===== config.mk =====
export PLATFORM = sky130hd
export DESIGN_NAME = blk_stream_sel
export DESIGN_NICKNAME = d
export VERILOG_FILES = /design/src/rtl/bss_pkg.sv /design/src/rtl/bss_frame_track.sv /design/src/rtl/bss_src_ctl.sv /design/src/rtl/bss_steer.sv /design/src/rtl/blk_stream_sel.sv
export SDC_FILE = /design/constraint.sdc
export NUM_CORES = 1
export LEC_CHECK = 0
export ABC_AREA = 1
export BUFFER_PORTS_ARGS = -buffer_cell sky130_fd_sc_hd__buf_2
export CORE_AREA = 4 4 41 43
export DETAILED_ROUTE_END_ITERATION = 12
export DIE_AREA = 0 0 45 47
export GPL_TIMING_DRIVEN = 1
export PLACE_DENSITY = 0.75
export SYNTH_ARGS = -nofsm -noshare
export SYNTH_HDL_FRONTEND = slang
export SYNTH_SLANG_ARGS = --single-unit

===== constraint.sdc =====
create_clock -name clk_i -period 1.5 [get_ports clk_i]
set_clock_uncertainty 0.1 [all_clocks]
set_input_delay 0.375 -clock clk_i [delete_from_list [all_inputs] [get_ports clk_i]]
set_output_delay 0.375 -clock clk_i [all_outputs]
set_load 0.02 [all_outputs]

===== src/rtl/bss_pkg.sv =====
package bss_pkg;
  localparam int unsigned NUM_SRC = 2;

  typedef enum logic {
    SRC_USR = 1'b0,
    SRC_GEN = 1'b1
  } src_e;
endpackage


===== src/rtl/bss_frame_track.sv =====
module bss_frame_track (
  input  logic clk_i,
  input  logic rst_ni,
  input  logic valid_i,
  input  logic sop_i,
  input  logic eop_i,
  input  logic ready_i,
  output logic pass_o,
  output logic open_o,
  output logic open_nxt_o
);
  logic open_q;
  logic acc;

  assign pass_o = valid_i & (open_q | sop_i);
  assign acc    = pass_o & ready_i;

  always_comb begin
    open_nxt_o = open_q;
    if (acc && eop_i)      open_nxt_o = 1'b0;
    else if (acc && sop_i) open_nxt_o = 1'b1;
  end

  always_ff @(posedge clk_i or negedge rst_ni) begin
    if (!rst_ni) open_q <= 1'b0;
    else         open_q <= open_nxt_o;
  end

  assign open_o = open_q;


  eop_close_chk: assert property (@(posedge clk_i) disable iff (!rst_ni)
    (valid_i && open_q && eop_i && !ready_i) |=> open_o);


  single_beat_chk: assert property (@(posedge clk_i) disable iff (!rst_ni)
    (valid_i && sop_i && eop_i && ready_i) |=> !open_o);
endmodule


===== src/rtl/bss_src_ctl.sv =====
module bss_src_ctl
  import bss_pkg::*;
(
  input  logic clk_i,
  input  logic rst_ni,
  input  logic sel_i,
  input  logic open_nxt_i,
  output src_e cur_o
);
  src_e cur_q;

  always_ff @(posedge clk_i or negedge rst_ni) begin
    if (!rst_ni)          cur_q <= SRC_USR;
    else if (!open_nxt_i) cur_q <= src_e'(sel_i);
  end

  assign cur_o = cur_q;


  hold_chk: assert property (@(posedge clk_i) disable iff (!rst_ni)
    open_nxt_i |=> $stable(cur_q));


  idle_follow_chk: assert property (@(posedge clk_i) disable iff (!rst_ni)
    !open_nxt_i |=> (cur_q == src_e'($past(sel_i))));
endmodule


===== src/rtl/bss_steer.sv =====
module bss_steer
  import bss_pkg::*;
#(
  parameter int unsigned DATA_W = 8
) (
  input  logic                cur_i,
  input  logic [NUM_SRC-1:0]  valid_i,
  input  logic [NUM_SRC-1:0]  sop_i,
  input  logic [NUM_SRC-1:0]  eop_i,
  input  logic [DATA_W-1:0]   data_i [NUM_SRC],
  input  logic                drop_i,
  input  logic                out_ready_i,
  input  logic                out_xon_i,
  output logic                sel_valid_o,
  output logic                sel_sop_o,
  output logic                sel_eop_o,
  output logic [DATA_W-1:0]   sel_data_o,
  output logic [NUM_SRC-1:0]  ready_o,
  output logic [NUM_SRC-1:0]  xon_o
);
  always_comb begin
    sel_valid_o = valid_i[cur_i];
    sel_sop_o   = sop_i[cur_i];
    sel_eop_o   = eop_i[cur_i];
    sel_data_o  = data_i[cur_i];
  end

  for (genvar g = 0; g < NUM_SRC; g++) begin : g_src
    logic is_cur;
    assign is_cur     = (cur_i == 1'(g));
    assign ready_o[g] = is_cur & (drop_i | out_ready_i);
    assign xon_o[g]   = is_cur & out_xon_i;
  end
endmodule


===== src/rtl/blk_stream_sel.sv =====
module blk_stream_sel
  import bss_pkg::*;
#(
  parameter int unsigned DATA_W = 8
) (
  input  logic              clk_i,
  input  logic              rst_ni,
  input  logic              sel_i,
  input  logic              usr_valid_i,
  input  logic              usr_sop_i,
  input  logic              usr_eop_i,
  input  logic [DATA_W-1:0] usr_data_i,
  output logic              usr_ready_o,
  output logic              usr_xon_o,
  input  logic              gen_valid_i,
  input  logic              gen_sop_i,
  input  logic              gen_eop_i,
  input  logic [DATA_W-1:0] gen_data_i,
  output logic              gen_ready_o,
  output logic              gen_xon_o,
  output logic              out_valid_o,
  output logic              out_sop_o,
  output logic              out_eop_o,
  output logic [DATA_W-1:0] out_data_o,
  input  logic              out_ready_i,
  input  logic              out_xon_i
);
  localparam int unsigned IDX_USR = 0;
  localparam int unsigned IDX_GEN = 1;

  logic [NUM_SRC-1:0] v_a, s_a, e_a, rdy_a, xon_a;
  logic [DATA_W-1:0]  d_a [NUM_SRC];
  logic               sel_valid, sel_sop, sel_eop;
  logic               pass, open, open_nxt, drop;
  src_e               cur;

  assign v_a[IDX_USR] = usr_valid_i;
  assign s_a[IDX_USR] = usr_sop_i;
  assign e_a[IDX_USR] = usr_eop_i;
  assign d_a[IDX_USR] = usr_data_i;
  assign v_a[IDX_GEN] = gen_valid_i;
  assign s_a[IDX_GEN] = gen_sop_i;
  assign e_a[IDX_GEN] = gen_eop_i;
  assign d_a[IDX_GEN] = gen_data_i;

  assign usr_ready_o = rdy_a[IDX_USR];
  assign usr_xon_o   = xon_a[IDX_USR];
  assign gen_ready_o = rdy_a[IDX_GEN];
  assign gen_xon_o   = xon_a[IDX_GEN];

  // idle non-start beat on current source is flushed
  assign drop        = sel_valid & ~pass;
  assign out_valid_o = pass;
  assign out_sop_o   = sel_sop;
  assign out_eop_o   = sel_eop;

  bss_steer #(.DATA_W(DATA_W)) i_steer (
    .cur_i       (cur == SRC_GEN),
    .valid_i     (v_a),
    .sop_i       (s_a),
    .eop_i       (e_a),
    .data_i      (d_a),
    .drop_i      (drop),
    .out_ready_i (out_ready_i),
    .out_xon_i   (out_xon_i),
    .sel_valid_o (sel_valid),
    .sel_sop_o   (sel_sop),
    .sel_eop_o   (sel_eop),
    .sel_data_o  (out_data_o),
    .ready_o     (rdy_a),
    .xon_o       (xon_a)
  );

  bss_frame_track i_track (
    .clk_i      (clk_i),
    .rst_ni     (rst_ni),
    .valid_i    (sel_valid),
    .sop_i      (sel_sop),
    .eop_i      (sel_eop),
    .ready_i    (out_ready_i),
    .pass_o     (pass),
    .open_o     (open),
    .open_nxt_o (open_nxt)
  );

  bss_src_ctl i_ctl (
    .clk_i      (clk_i),
    .rst_ni     (rst_ni),
    .sel_i      (sel_i),
    .open_nxt_i (open_nxt),
    .cur_o      (cur)
  );


  unsel_gen_chk: assert property (@(posedge clk_i) disable iff (!rst_ni)
    (cur == SRC_USR) |-> (!gen_ready_o && !gen_xon_o));


  unsel_usr_chk: assert property (@(posedge clk_i) disable iff (!rst_ni)
    (cur == SRC_GEN) |-> (!usr_ready_o && !usr_xon_o));


  no_midframe_start_chk: assert property (@(posedge clk_i) disable iff (!rst_ni)
    (out_valid_o && !open) |-> out_sop_o);


  valid_src_chk: assert property (@(posedge clk_i) disable iff (!rst_ni)
    out_valid_o |-> ((cur == SRC_GEN) ? gen_valid_i : usr_valid_i));
endmodule


Word-level counts from Yosys, hierarchy flattened
Cells that the tools add are included.
{"block": "op_classes", "n_mux": 11, "n_reduce_logical": 2, "bitwise": 12, "addsub": 0, "eq_ne": 0, "n_div": 0, "multipliers": 0, "shift": 0, "n_lt_le_gt_ge": 2}
{"op": "$mux 8", "count": 3}
{"op": "$mux 1", "count": 8}
{"op": "$and 1x1->1", "count": 7}
{"op": "$ge 2x2->1 const B", "count": 1}
{"op": "$logic_and 1x1->1", "count": 2}
{"op": "$lt 1x2->1 const B", "count": 1}
{"op": "$not 1->1", "count": 2}
{"op": "$not 1->2", "count": 1}
{"op": "$or 1x1->1", "count": 2}
{"block": "word_totals", "memories": 0, "word_cells": 29, "latch_bits": 0, "mem_bits_rw": 0, "input_bits": 27, "register_bits": 2, "output_inout_bits": 15, "romBits": 0}

Logic depth before layout (Yosys ltp)
{"block": "depth", "word_depth": 8, "ltp_mapped": 9, "mapped_depth_nobuf": 8}

Modules after synthesis
A second synthesis with hierarchy kept.
{"block": "hier_totals", "hier_cells": 60, "area_unflattened_um2": 291.5}
{"mod": "bss_steer", "cells_each": 43, "area_per_inst_um2": 175.2, "instances": 1}
{"mod": "bss_frame_track", "cells_each": 10, "area_per_inst_um2": 66.3, "instances": 1}
{"mod": "bss_src_ctl", "cells_each": 5, "area_per_inst_um2": 40.0, "instances": 1}
{"mod": "blk_stream_sel", "cells_each": 2, "area_per_inst_um2": 10.0, "instances": 1}

Least setup slack after synthesis
OpenSTA, ideal clock, no wires.
{"block": "synth_timing", "path_type": "register -> output", "start": "register i_ctl.cur_q, in the netlist i_ctl.cur_o", "end": "output gen_ready_o", "n_path_buf": 1, "path_slack_ns": -0.080, "t_required_ns": 1.025, "arrival_time_ns": 1.105, "path_stages_with_launch": 7, "path_cell_list": "dfrtp_1 > buf_6 > nand2_1 > nand3_2 > inv_1 > a21oi_1 > nor2_1"}
{"block": "synth_via", "elab_chain_cells": 8, "elab_cells_between_ends": 10, "classes_between": "mux: 4; bitwise: 6"}
{"element": "from (decl)", "line": "bss_src_ctl.sv:10", "source": "src_e cur_q;"}
{"element": "from (signal assigned)", "line": "bss_src_ctl.sv:14", "source": "else if (!open_nxt_i) cur_q <= src_e'(sel_i);"}
{"element": "$mux 1 (implied by the code) (2 in a row)", "line": "bss_steer.sv:23", "source": "sel_sop_o = sop_i[cur_i];"}
{"element": "$or 1x1->1", "line": "bss_frame_track.sv:15", "source": "assign pass_o = valid_i & (open_q | sop_i);"}
{"element": "$and 1x1->1", "line": "bss_frame_track.sv:15"}
{"element": "$not 1->1", "line": "blk_stream_sel.sv:52", "source": "assign drop = sel_valid & ~pass;"}
{"element": "$and 1x1->1", "line": "blk_stream_sel.sv:52"}
{"element": "$or 1x1->1", "line": "bss_steer.sv:31", "source": "assign ready_o[g] = is_cur & (drop_i | out_ready_i);"}
{"element": "$and 1x1->1 (*)", "line": "bss_steer.sv:31"}
{"element": "to (decl)", "line": "blk_stream_sel.sv:19", "source": "output logic gen_ready_o,"}
Mark *: on every way between the ends. The rest lies on a longest branch, timed or not. The select of a mux whose other input is x is not followed.

Worst setup path in the final report
{"block": "layout_timing", "start": "register i_ctl.cur_q, in the netlist i_ctl.cur_o", "end": "output out_valid_o"}
{"block": "layout_via", "elab_chain_cells": 4, "elab_cells_between_ends": 6, "classes_between": "mux: 4; bitwise: 2"}
{"element": "$mux 1 (implied by the code) (2 in a row)", "line": "bss_steer.sv:23"}
{"element": "$or 1x1->1", "line": "bss_frame_track.sv:15"}
{"element": "$and 1x1->1 (*)", "line": "bss_frame_track.sv:15"}
{"element": "to (decl)", "line": "blk_stream_sel.sv:21", "source": "output logic out_valid_o,"}
Marked as above.

==> flow_summary.yaml <==
synth:
  syn_inst: 59
  synth_seq_cells: 2
  synth_nets: 86
  yosysMostFrequentCell: "nand2_1"
  avgSynthCellArea_um2: 5.83
  synth_top_area_cell: "nand2_1"
  synth_common_cells: "nand2_1 (34), inv_1 (5), nand2_2 (3), nor2_1 (3)"
  netlist.area_leader.share_pct: 37.1
  synthDistinctLibCells: 15
  synth_area_um2: 344
  async_flop_share_pct: 100
  synth_area_leaders: "nand2_1 (37%), dfrtp_1 (15%), nand2_4 (6.5%)"
  yosysWarnings: 0
  seq_area_frac_synth_pct: 14.5
  synthFlopType: "dfrtp_1"
  synth_edf_count: 0
global_routing:
  antenna_found_initial: 0
  grt_max_degree: 7
  grt_usage_pct: 14.0
  grt-ovfl-total: 0
  grt_pass1_vias: 551
  grt_pass1_wl_um: 2130
place:
  port_buffers: 41
  dpl.hpwl_um: 1040
  place_area_um2: 593
  gp_congestion: 0.804
  placed_cells: 119
run:
  maxCapViolCount: 0
min_path:
  whs_endpoint: "i_ctl.cur_o$_DFFE_PN0N_"
  hp-class: "input pin to register"
  hp-start: "sel_i"
  worstHoldPathCells: 3
power_and_ir_drop:
  ir_worst_vdd_mv: 1.17
  p_leak_nw: 0.457
  powerDensity_mw_per_mm2: 1900
  total_power_mw: 1.43
clock_tree:
  clock-sinks: 2
  clkTransAtPathRegs_ns: 0.03
  clk_latency_ns: 0.22
  htree_levels: 1
  cts_root_buf: "clkbuf_4"
  cts_tree: "yes"
  clock_path_buffers: 2
  cts_made_buffers: 3
critical_path:
  crit_type: "register to output port"
  critical_path_required_ns: 1.02
  startpoint_type: "register"
  worst_path_max_delay_cell: "dfrtp_2"
  path_max_fanout: 5
  reg2reg_slack_ns: 0.09
  crit_arrival_ns: 1.28
  end_kind: "output port"
  cpPeakStageDelay_ns: 0.42
  crit_chain: "clkinv_4 -> nand2_4 -> nand3_4 -> buf_4 -> nand2_1 -> inv_1 -> buf_6"
  r2r-start: "i_ctl.cur_o$_DFFE_PN0N_"
  reg2reg_depth: 9
  regToRegEndpoint: "i_ctl.cur_o$_DFFE_PN0N_"
route:
  dr.pass1.iters: 2
  wirelength_um: 1370
  drtIter0Drc: 2
  vias: 543
  vias_per_cell: 4.31
  post_drt_wl_per_cell_um: 10.9
  drcViolationCount: 0
  antenna_left: 0
finish:
  area_growth_pct: 119
  antennaDiodeCount: 0
  drive_gt1_share_pct: 67.6
  nNetsFinal: 140
  stdcell_count: 126
  final_design_area_no_fill_um2: 754
floorplanning:
  design.core.area_mm2: 0.00130
  start_util_pct: 26.4
  die_x_um: 45
  io_pins: 42
  die_h_um: 47
  rows: 13
  die_area_mm2: 0.00212
sta:
  worstMarginPinSlew_ns: 0.148
  whs_ns: 0.284
  setup_viol_count_final: 15
  period_needed_ns: 1.76
  fmax_mhz: 568
  relSlewSlack_pct: 90.1
  fin_crit_sh_pct: 117
  drv_slew: 0
  final_hold_viol_count: 0
  worst_slack_ns: -0.259
  rsz0062_at_grt: "true"
  tns_ns: -2.61
outcome:
  violations: "setup timing"
  status: "complete, but fails checks"
==> power breakdown <==
part	internal, mW	switching, mW	total, mW	leakage, nW
combinational	0.541	0.662	1.20	0.422
sequential	0.0826	0.0340	0.117	0.0218
clock	0.0878	0.0263	0.114	0.0138
total	0.712	0.723	1.43	0.457
==> critical path, delay by kind of cell, from the launching register on <==
| family | cells | cell delay, ns |
|---|---|---|
| buffers and inverters | 4 | 0.44 |
| DFF | 1 | 0.42 |
| and+or+nand+nor | 3 | 0.21 |
==> placed cells by master, fill, tap and decap left out <==
cell type	count
buf_4	13
a21oi_4	1
nand3_1	2
buf_6	8
nor2_2	2
nand2_4	4
inv_1	4
nand2_2	7
nand3_4	1
nand4_4	1
buf_2	30
dfrtp_1	1
nand2_1	28
dfrtp_2	1
nor2_4	1
clkbuf_4	3
clkinv_4	1
dlygate4sd3_1	1
inv_2	2
==> flip-flops by register name (all words and copies together), names as in the netlist <==
name	flops
i_ctl.cur_o	1
i_track.open_o	1
==> final cells by class <==
class                      instances  area (um2)
multi-input combinational         47         283
inverter                           7        31.3
clock buffer                       3        22.5
tap                               15        18.8
timing repair buffer              52         348
sequential                         2        51.3
fill                             113         547
==> kinds of logic (layout without fill, tap and decap cells) <==
kind of cell	count (synthesis)	in the layout	share of synthesized area, %
AOI/OAI and AO/OA	1	1	1.45
buffers and inverters	10	62	19.6
DFF	2	2	14.5
and+or+nand+nor	46	46	64.4
==> stage by stage <==
stage	worst slack, ns	utilization (%)
2_1_floorplan	-0.00882	-
3_3_place_gp	-0.0651	45.6
3_5_place_dp	-0.134	45.6
4_1_cts	-0.252	55.0
5_1_grt	-0.314	58.0
6_report	-0.259	58.0
==> worst max-delay path by stage <==
stage,start,end,slack (ns),cells after the start
4_1_cts,i_ctl.cur_o$_DFFE_PN0N_,gen_ready_o,-0.25,7
6_report,i_ctl.cur_o$_DFFE_PN0N_,out_valid_o,-0.26,7
3_5_place_dp,i_ctl.cur_o$_DFFE_PN0N_,gen_ready_o,-0.13,6
3_3_place_gp,i_ctl.cur_o$_DFFE_PN0N_,gen_ready_o,-0.07,6
2_1_floorplan,i_ctl.cur_o$_DFFE_PN0N_,gen_ready_o,-0.009,6
5_1_grt,i_ctl.cur_o$_DFFE_PN0N_,out_valid_o,-0.31,7
==> per-layer routing <==
layer	vias to the layer above	share of wire, %	global-route usage (%)
li1	280	-	-
met1	223	34	13.8
met2	34	51	24.6
met3	6	11	3.83
met4	0	3.6	11.7
met5	-	0	0
==> timing repair <==
| action | CTS | global route |
|---|---|---|
| hold buffers | 1 | 0 |
| hold endpoints to repair | 2 | 0 |
| setup buffers | 3 | 1 |
| setup endpoints to repair | 15 | 16 |
| pin swaps | 3 | 2 |
| resized for setup | 23 | 12 |
(Power assumes the default switching activity.)
